===== config.mk =====
export PLATFORM = sky130hd
export DESIGN_NAME = win_watchdog
export DESIGN_NICKNAME = d
export VERILOG_FILES = /design/src/rtl/wdt_pkg.sv /design/src/rtl/wdt_divider.sv /design/src/rtl/wdt_downcount.sv /design/src/rtl/win_watchdog.sv
export SDC_FILE = /design/constraint.sdc
export NUM_CORES = 1
export LEC_CHECK = 0
export ABC_CLOCK_PERIOD_IN_PS = 1500
export BUFFER_PORTS_ARGS = -buffer_cell sky130_fd_sc_hd__clkbuf_2
export CAP_MARGIN = 20
export CORE_UTILIZATION = 55
export DETAILED_ROUTE_END_ITERATION = 8
export PLACE_DENSITY = 0.81
export SYNTH_ARGS = -nofsm -noshare
export SYNTH_HDL_FRONTEND = slang
export SYNTH_SLANG_ARGS = --single-unit

===== constraint.sdc =====
create_clock -name clk -period 1.5 [get_ports clk]
set_input_delay 0.3 -clock clk [delete_from_list [all_inputs] [get_ports clk]]
set_output_delay 0.3 -clock clk [all_outputs]
set_load 0.01 [all_outputs]

===== src/rtl/wdt_pkg.sv =====
package wdt_pkg;
  localparam int CNT_W         = 7;
  localparam int TB_W          = 2;
  localparam int DATA_W        = 16;
  localparam int CTRL_EN_BIT   = 7;
  localparam int CFG_TB_LSB    = 7;
  localparam int CFG_IE_BIT    = 9;
  localparam int STAT_FLAG_BIT = 0;

  typedef enum logic [1:0] {
    SEL_CTRL = 2'd0,
    SEL_CFG  = 2'd1,
    SEL_STAT = 2'd2,
    SEL_RSVD = 2'd3
  } wdt_sel_e;
endpackage


===== src/rtl/wdt_divider.sv =====
module wdt_divider #(
  parameter int BASE_DIV = 4096,
  parameter int TB_W     = 2
) (
  input  logic            clk,
  input  logic            rst_n,
  input  logic            clr,
  input  logic [TB_W-1:0] tb,
  output logic            tick
);
  localparam int MAX_SPAN = BASE_DIV << ((1 << TB_W) - 1);
  localparam int DIV_W    = $clog2(MAX_SPAN);

  logic [DIV_W-1:0] div_q, div_d;
  logic [DIV_W:0]   span;

  // the period follows the live prescale field; a stale phase above a
  // shortened period ticks at once instead of running away
  always_comb begin
    span  = (DIV_W+1)'(BASE_DIV) << tb;
    tick  = ({1'b0, div_q} >= (span - 1'b1));
    div_d = (clr || tick) ? '0 : div_q + 1'b1;
  end

  always_ff @(posedge clk or negedge rst_n) begin
    if (!rst_n) div_q <= '0;
    else        div_q <= div_d;
  end
endmodule


===== src/rtl/wdt_downcount.sv =====
module wdt_downcount #(
  parameter int CNT_W = 7
) (
  input  logic             clk,
  input  logic             rst_n,
  input  logic             tick,
  input  logic             ld,
  input  logic [CNT_W-1:0] ld_val,
  input  logic             ld_arm,
  input  logic             armed,
  input  logic [CNT_W-1:0] window,
  output logic [CNT_W-1:0] cnt,
  output logic             warn_hit,
  output logic             rst_req
);
  localparam logic [CNT_W-1:0] EDGE_VAL = CNT_W'(1) << (CNT_W - 1);
  localparam logic [CNT_W-1:0] WARN_PRE = EDGE_VAL + 1'b1;

  logic [CNT_W-1:0] cnt_q, cnt_d;
  logic             req_q, req_d;

  always_comb begin
    cnt_d    = cnt_q;
    req_d    = 1'b0;
    warn_hit = 1'b0;
    if (ld) begin
      cnt_d = ld_val;
      req_d = (armed || ld_arm) && (!ld_val[CNT_W-1] || (cnt_q > window));
    end else if (tick) begin
      cnt_d    = cnt_q - 1'b1;
      req_d    = armed && (cnt_q == EDGE_VAL);
      warn_hit = (cnt_q == WARN_PRE);
    end
  end

  always_ff @(posedge clk or negedge rst_n) begin
    if (!rst_n) begin
      cnt_q <= '1;
      req_q <= 1'b0;
    end else begin
      if (ld || tick) cnt_q <= cnt_d;
      req_q <= req_d;
    end
  end

  assign cnt     = cnt_q;
  assign rst_req = req_q;

  assert_step_R1: assert property (@(posedge clk) disable iff (!rst_n)
    (tick && !ld) |=> (cnt == $past(cnt) - 1'b1));
  assert_hold_R1: assert property (@(posedge clk) disable iff (!rst_n)
    (!tick && !ld) |=> $stable(cnt));
  assert_load_R10: assert property (@(posedge clk) disable iff (!rst_n)
    ld |=> (cnt == $past(ld_val)));
  assert_low_load_R3: assert property (@(posedge clk) disable iff (!rst_n)
    (ld && (armed || ld_arm) && !ld_val[CNT_W-1]) |=> rst_req);
  assert_quiet_R5: assert property (@(posedge clk) disable iff (!rst_n)
    (!armed && !(ld && ld_arm)) |=> !rst_req);
endmodule


===== src/rtl/win_watchdog.sv =====
module win_watchdog
  import wdt_pkg::*;
#(
  parameter int BASE_DIV = 4096
) (
  input  logic              clk,
  input  logic              rst_n,
  input  logic              wr_en,
  input  logic [1:0]        wr_sel,
  input  logic [DATA_W-1:0] wr_data,
  input  logic [1:0]        rd_sel,
  output logic [DATA_W-1:0] rd_data,
  output logic              irq,
  output logic              rst_req
);
  logic [1:0] sync_q;
  logic       rst_int_n;

  always_ff @(posedge clk or negedge rst_n) begin
    if (!rst_n) sync_q <= 2'b00;
    else        sync_q <= {sync_q[0], 1'b1};
  end
  assign rst_int_n = sync_q[1];

  wdt_sel_e wsel, rsel;
  assign wsel = wdt_sel_e'(wr_sel);
  assign rsel = wdt_sel_e'(rd_sel);

  logic ctrl_wr, cfg_wr, stat_wr;
  assign ctrl_wr = wr_en && (wsel == SEL_CTRL);
  assign cfg_wr  = wr_en && (wsel == SEL_CFG);
  assign stat_wr = wr_en && (wsel == SEL_STAT);

  logic             en_q, en_d, ie_q, ie_d, flag_q, flag_d;
  logic [CNT_W-1:0] win_q, win_d;
  logic [TB_W-1:0]  tb_q, tb_d;
  logic [CNT_W-1:0] cnt;
  logic             tick, warn_hit;

  wdt_divider #(.BASE_DIV(BASE_DIV), .TB_W(TB_W)) u_div (
    .clk(clk), .rst_n(rst_int_n), .clr(ctrl_wr), .tb(tb_q), .tick(tick)
  );

  wdt_downcount #(.CNT_W(CNT_W)) u_cnt (
    .clk(clk), .rst_n(rst_int_n), .tick(tick), .ld(ctrl_wr),
    .ld_val(wr_data[CNT_W-1:0]), .ld_arm(wr_data[CTRL_EN_BIT]),
    .armed(en_q), .window(win_q), .cnt(cnt), .warn_hit(warn_hit),
    .rst_req(rst_req)
  );

  always_comb begin
    en_d   = en_q | wr_data[CTRL_EN_BIT];
    win_d  = wr_data[CNT_W-1:0];
    tb_d   = wr_data[CFG_TB_LSB +: TB_W];
    ie_d   = ie_q | wr_data[CFG_IE_BIT];
    flag_d = flag_q;
    if (stat_wr && !wr_data[STAT_FLAG_BIT]) flag_d = 1'b0;
    if (warn_hit)                           flag_d = 1'b1;
  end

  always_ff @(posedge clk or negedge rst_int_n) begin
    if (!rst_int_n) begin
      en_q   <= 1'b0;
      ie_q   <= 1'b0;
      flag_q <= 1'b0;
      win_q  <= '1;
      tb_q   <= '0;
    end else begin
      if (ctrl_wr) en_q <= en_d;
      if (cfg_wr) begin
        win_q <= win_d;
        tb_q  <= tb_d;
        ie_q  <= ie_d;
      end
      flag_q <= flag_d;
    end
  end

  always_comb begin
    rd_data = '0;
    case (rsel)
      SEL_CTRL: begin
        rd_data[CNT_W-1:0]   = cnt;
        rd_data[CTRL_EN_BIT] = en_q;
      end
      SEL_CFG: begin
        rd_data[CNT_W-1:0]               = win_q;
        rd_data[CFG_TB_LSB +: TB_W]      = tb_q;
        rd_data[CFG_IE_BIT]              = ie_q;
      end
      SEL_STAT: rd_data[STAT_FLAG_BIT] = flag_q;
      default:  rd_data = '0;
    endcase
  end

  assign irq = flag_q & ie_q;

  assert_en_sticky_R6: assert property (@(posedge clk) disable iff (!rst_int_n)
    en_q |=> en_q);
  assert_ie_sticky_R9: assert property (@(posedge clk) disable iff (!rst_int_n)
    ie_q |=> ie_q);
  assert_flag_set_R7: assert property (@(posedge clk) disable iff (!rst_int_n)
    warn_hit |=> flag_q);
endmodule


==> out/metrics.cfg, run 1 <==
[cells_and_area]
diodes=0
fillCellCount=232
final_common_cell=buf_4
final_cell_mix=41 x buf_4, 31 x nor2_1, 22 x dfrtp_1, 22 x clkbuf_2, 15 x inv_1
syn2layout_area_growth_pct=37.81
nets=332
drive_gt1_share_pct=44.93

[placed_design]
port_buffers=28
place_ws_ns=-0.2893
place_congestion=0.8573
dp_hpwl_mm=3.586

[synthesis]
yosys.area.top_type=dfrtp_1
ys_seq_area_share_pct=43.79
syn_avg_cell_area_um2=9.929
synth_area_um2=2155
yosysWarnings=0
synthTopCellsByArea=dfrtp_1 27%, dfstp_2 17%, ha_1 8.1%
netlist.area_leader.share_pct=26.71
async_reset_ff_share_pct=100.0
synth_edf_count=0
ys_dominant_reg_cell=dfrtp_1
synth_seq_cells=37
yosysUniqueCellTypes=37
synthCells=217

[setup_path]
critical_path.endpoint_type=flop
crit_arrival_ns=1.95
worstPathRequired_ns=1.68
crit_type=reg -> reg
worstPathMaxFanout=2
worst_setup_path_start_kind=flop

[drt]
vias_per_cell=5.517
drcViolationCount=0
wire_per_inst_um=16.43
ant_nets=0
drt_iter0_drc=142
dr_total_vias=1898
firstDrtPassIters=6
routed_wl_mm=5.653

[pwr]
p_per_area_nw_per_um2=1156
peakVddDrop_mv=0.9652
p_leak_nw=1.443
total_power_w=0.003433

[min_path]
hp-class=in -> reg

[timing]
max_freq_mhz=566.8
rsz0062_at_grt=true
setup_viol=31
worst_slack_ns=-0.2642
timing.hold.ws_ns=0.2049
period_share_pct=117.6
hold_viol_final=0
skew_ns=0.01049
final_max_slew_viol_count=0
fin_crit_ns=1.764

[global_routing]
grt-ovfl-total=0
track_usage_pct=30.17
grt_pass1_vias=1925
antenna_found_initial=0
grt_max_degree=24
grt_first_pass_wirelength_mm=9.294

[clocking]
clock_latency_ns=0.30
cts_root_buffer=clkbuf_8
clkTransAtPathRegs_ns=0.08
tritoncts=done
htree_levels=2
numCtsBuffers=5
clk_path_buf_depth=2
cts_sinks=37

[floorplanning]
die_w_um=64.59
die_h_um=64.59
dieArea_um2=4172
start_util_pct=57.98
rows=22
ios=41
coreArea_um2=3716

[job]
maxCapViolCount=0

[status]
failed_checks=setup timing
status=finished, violations left

==> logic make-up (layout without fill, tap and decap cells) <==
family	Yosys count	after routing	synth area share [%]
and+or+nand+nor	74	74	17.42
DFF	37	37	43.79
buffers and inverters	28	102	6.098
AOI/OAI and AO/OA	25	25	7.607
xor gates and xnor gates	19	19	7.724
muxes	18	18	8.885
adders and majority gates	14	14	8.130
other	2	7	0.3486
==> final cells by class <==
class                      instances  area, um^2  area share (%)
clock buffer                       5       68.82           2.318
clock inverter                     3       65.06           2.191
inverter                          16       60.06           2.023
multi-input combinational        157        1222           41.17
sequential                        37       944.7           31.82
tap                               48       60.06           2.023
timing repair buffer              78       548.0           18.46
==> power breakdown <==
part / internal (W) / leakage (nW) / switching, W / total, W
logic: 0.000561 / 0.934 / 0.000521 / 0.00108
clock network: 0.000660 / 0.0681 / 0.000366 / 0.00103
registers: 0.00119 / 0.441 / 0.000135 / 0.00132
==> critical path, cell delays in order (launching register included) <==
cell       delay (ns)
dfstp_2          0.53
inv_1            0.05
ha_1             0.32
nor2b_1          0.17
o21ai_2          0.19
o2111ai_2        0.16
a32o_1           0.24
==> metal layers <==
layer | global-route usage (%) | wire length (um)
met1 | 37.16 | 2366
met2 | 50.39 | 2842
met3 | 6.866 | 279
met4 | 13.33 | 165
met5 | 0 | 0
==> cells in the mapped netlist (7+ instances only) <==
library cell   n
nor2_1        34
dfrtp_1       23
inv_1         16
dfstp_2       14
ha_1          14
xor2_1        12
nand3_1       10
mux2_2         9
mux2i_1        9
a21oi_1        7
buf_4          7
nand2_1        7
xnor2_1        7
==> registers in the layout, indices dropped and copies added (netlist names) <==
signal / cells
en_q: 1
flag_q: 1
ie_q: 1
sync_q: 2
tb_q: 2
u_cnt.cnt: 7
u_cnt.rst_req: 1
u_div.div_q: 15
win_q: 7
==> repair_timing <==
| item | CTS | global route |
|---|---|---|
| pin swaps | 21 | 12 |
| setup endpoints to repair | 30 | 32 |
| resized for setup | 19 | 19 |
| setup buffers | 6 | 3 |
| endpoints found under the hold margin | 2 | 0 |
| hold buffers | 1 | 0 |
==> per-stage QoR <==
step	instance area, um^2	instances	utilization [%]	setup TNS (ns)
floorplan	2202	222	-	-2.825
global placement	2635	327	70.91	-4.533
detailed placement	2635	327	70.91	-6.185
CTS	2899	342	78.01	-4.505
global route	2969	344	79.90	-6.808
finish	2969	344	79.90	-4.577
==> worst paths after layout <==
kind,from,endpoint,slack [ns],cells after the start
max,win_q[5],u_cnt.rst_req,-0.26,6
min,wr_data[4],u_cnt.cnt[4],0.20,3
max reg2reg,win_q[5],u_cnt.rst_req,-0.26,6
min reg2reg,sync_q[1],u_div.div_q[1],0.24,1
max in group asynchronous,sync_q[1],win_q[0],0.98,1
min in group asynchronous,sync_q[1],u_div.div_q[1],0.24,1
Power figures use the tool's default switching activity.
==> run 2, diff against run 1 <==
--- a/config.mk
+++ b/config.mk
@@ -5,12 +5,15 @@
 export SDC_FILE = /design/constraint.sdc
 export NUM_CORES = 1
 export LEC_CHECK = 0
+export ABC_AREA = 1
 export ABC_CLOCK_PERIOD_IN_PS = 1500
 export BUFFER_PORTS_ARGS = -buffer_cell sky130_fd_sc_hd__clkbuf_2
 export CAP_MARGIN = 20
-export CORE_UTILIZATION = 55
+export CORE_MARGIN = 1.5
+export CORE_UTILIZATION = 57
 export DETAILED_ROUTE_END_ITERATION = 8
-export PLACE_DENSITY = 0.81
+export PLACE_DENSITY = 0.83
 export SYNTH_ARGS = -nofsm -noshare
 export SYNTH_HDL_FRONTEND = slang
+export SYNTH_HIERARCHICAL = 1
 export SYNTH_SLANG_ARGS = --single-unit
==> out/metrics.cfg, run 2 <==
[status]
status=finished, violations left
failed_checks=setup timing

[floorplanning]
dieArea_um2=4753
coreArea_um2=4086
die_w_um=68.94
die_h_um=68.94
rows=23
ios=41
start_util_pct=60.66

[cells_and_area]
diodes=0
syn2layout_area_growth_pct=33.06
regMostFlops=u_div/div_q
utilization_pct=80.71
nets=425
final_common_cell=nand2_1
fin_area_um2=3298
final_cell_mix=76 x nand2_1, 47 x inv_1, 31 x buf_4
fillCellCount=261
drive_gt1_share_pct=42.67
largest_reg_flops=15

[global_routing]
grt_max_degree=29
antenna_found_initial=0
grt_pass1_vias=2161
grt-ovfl-total=0
track_usage_pct=27.95
grt_first_pass_wirelength_mm=9.715

[synthesis]
synth_area_um2=2479
yosysMostFrequentCell=nand2_1
async_reset_ff_share_pct=100.0
netlist.area_leader.share_pct=23.22
syn_avg_cell_area_um2=8.021
synth_edf_count=0
yosysWarnings=6
ys_seq_area_share_pct=38.06
synthTopCellsByArea=dfrtp_1 23%, dfstp_2 15%, nand2_1 13%
yosys.area.top_type=dfrtp_1
yosysUniqueCellTypes=34
synthTopCellsByCount=87 x nand2_1, 48 x inv_1, 23 x dfrtp_1, 23 x nor2_1, 15 x nand3_1
synthCells=309
synth_seq_cells=37
ys_dominant_reg_cell=dfrtp_1

[clocking]
clkTransAtPathRegs_ns=0.08
cts_sinks=37
clock_latency_ns=0.29
cts_root_buffer=clkbuf_8
numCtsBuffers=5
tritoncts=done
htree_levels=2
clk_path_buf_depth=2

[drt]
firstDrtPassIters=5
ant_nets=0
wire_per_inst_um=15.32
dr_total_vias=2397
routed_wl_mm=6.724
drt_iter0_drc=240
drcViolationCount=0
vias_per_cell=5.460

[setup_path]
crit_type=reg -> reg
worst_setup_path_start_kind=flop
worstPathMaxFanout=6
worstPathRequired_ns=1.70
critical_path.endpoint_type=flop
crit_arrival_ns=1.93

[timing]
hold_viol_final=0
worst_slack_ns=-0.2327
rsz0062_at_grt=true
period_share_pct=115.5
fin_crit_ns=1.733
setup_viol=25
final_max_slew_viol_count=0
max_freq_mhz=577.1
skew_ns=0.008607

[placed_design]
place_ws_ns=-0.1858
dpl-instance-area_um2=2942
place_congestion=0.9889
port_buffers=28
dp_hpwl_mm=4.262

[pwr]
p_per_area_nw_per_um2=1027
peakVddDrop_mv=0.6541
p_leak_nw=1.698

[min_path]
hp-class=reg -> async

[job]
maxCapViolCount=0

[run 2: cell type report]
class	instances	area [um^2]	share of cell area [%]
Clock buffer	5	68.82	2.086
Clock inverter	3	65.06	1.973
Inverter	51	196.4	5.956
Multi-Input combinational cell	218	1400	42.45
Sequential cell	37	944.7	28.64
Tap cell	50	62.56	1.897
Timing Repair Buffer	75	560.5	17.00
[run 2: timing repair]
action	CTS	global route
setup endpoints to repair	27	32
cloned	1	0
gates resized for setup	16	29
buffers inserted	4	8
pin swaps	12	17
hold buffers	1	0
endpoints found under the hold margin	2	0
[run 2: cells by family after synthesis]
family                   Yosys count  synth area share, %
XOR/XNOR                           9                3.180
other                              2               0.3030
adder cells (fa/ha/maj)           14                7.067
buffers and inverters             60                11.46
AO/OA/AOI/OAI                     24                7.521
flip-flops                        37                38.06
AND/OR/NAND/NOR                  163                32.41
[run 2: power by group]
part | internal (W) | switching [W]
Sequential | 0.00118 | 0.000142
Combinational | 0.000485 | 0.000553
Clock | 0.000661 | 0.000372
[run 2: worst paths after layout]
path                       startpoint              to  slack (ns)  cells past startpoint
max                           tb_q[1]    u_cnt/cnt[1]       -0.23                     10
min                         sync_q[1]  u_div/div_q[1]        0.13                      0
max reg2reg                   tb_q[1]    u_cnt/cnt[1]       -0.23                     10
min reg2reg                 sync_q[1]  u_div/div_q[1]        0.13                      0
max in group asynchronous   sync_q[1]    u_cnt/cnt[4]        0.82                      1
min in group clk           wr_data[4]        win_q[4]        0.21                      3
[run 2: through the flow]
stage	setup TNS [ns]	std cells	power (W)	hold slack, ns
after global placement	-1.332	420	0.002154	0.08715
after detailed placement	-1.920	420	0.002203	0.08907
after CTS	-3.082	431	0.003271	0.1469
after floorplan	-0.7089	314	0.001877	0.004409
final	-3.567	439	0.003388	0.1323
after global routing	-5.263	439	0.003559	0.1740
[run 2: worst max-delay path: stages, from the launching register on]
cell and delay (ns):
dfrtp_2 0.43, inv_2 0.07, ha_4 0.20, nand2_2 0.07, nand2_2 0.06, a21oi_4 0.19, nand2_4 0.10, buf_6 0.13
nor2_4 0.20, nand2_2 0.08, o211ai_1 0.12
[run 2: metal layers]
layer / part of all wire [%] / vias up / track usage, %
met1: 42 / 1128 / 37.06
met2: 49 / 132 / 46.39
met5: 0 / - / 0
met3: 7.3 / 18 / 4.708
met4: 2.4 / 0 / 9.314
li1: - / 1119 / -
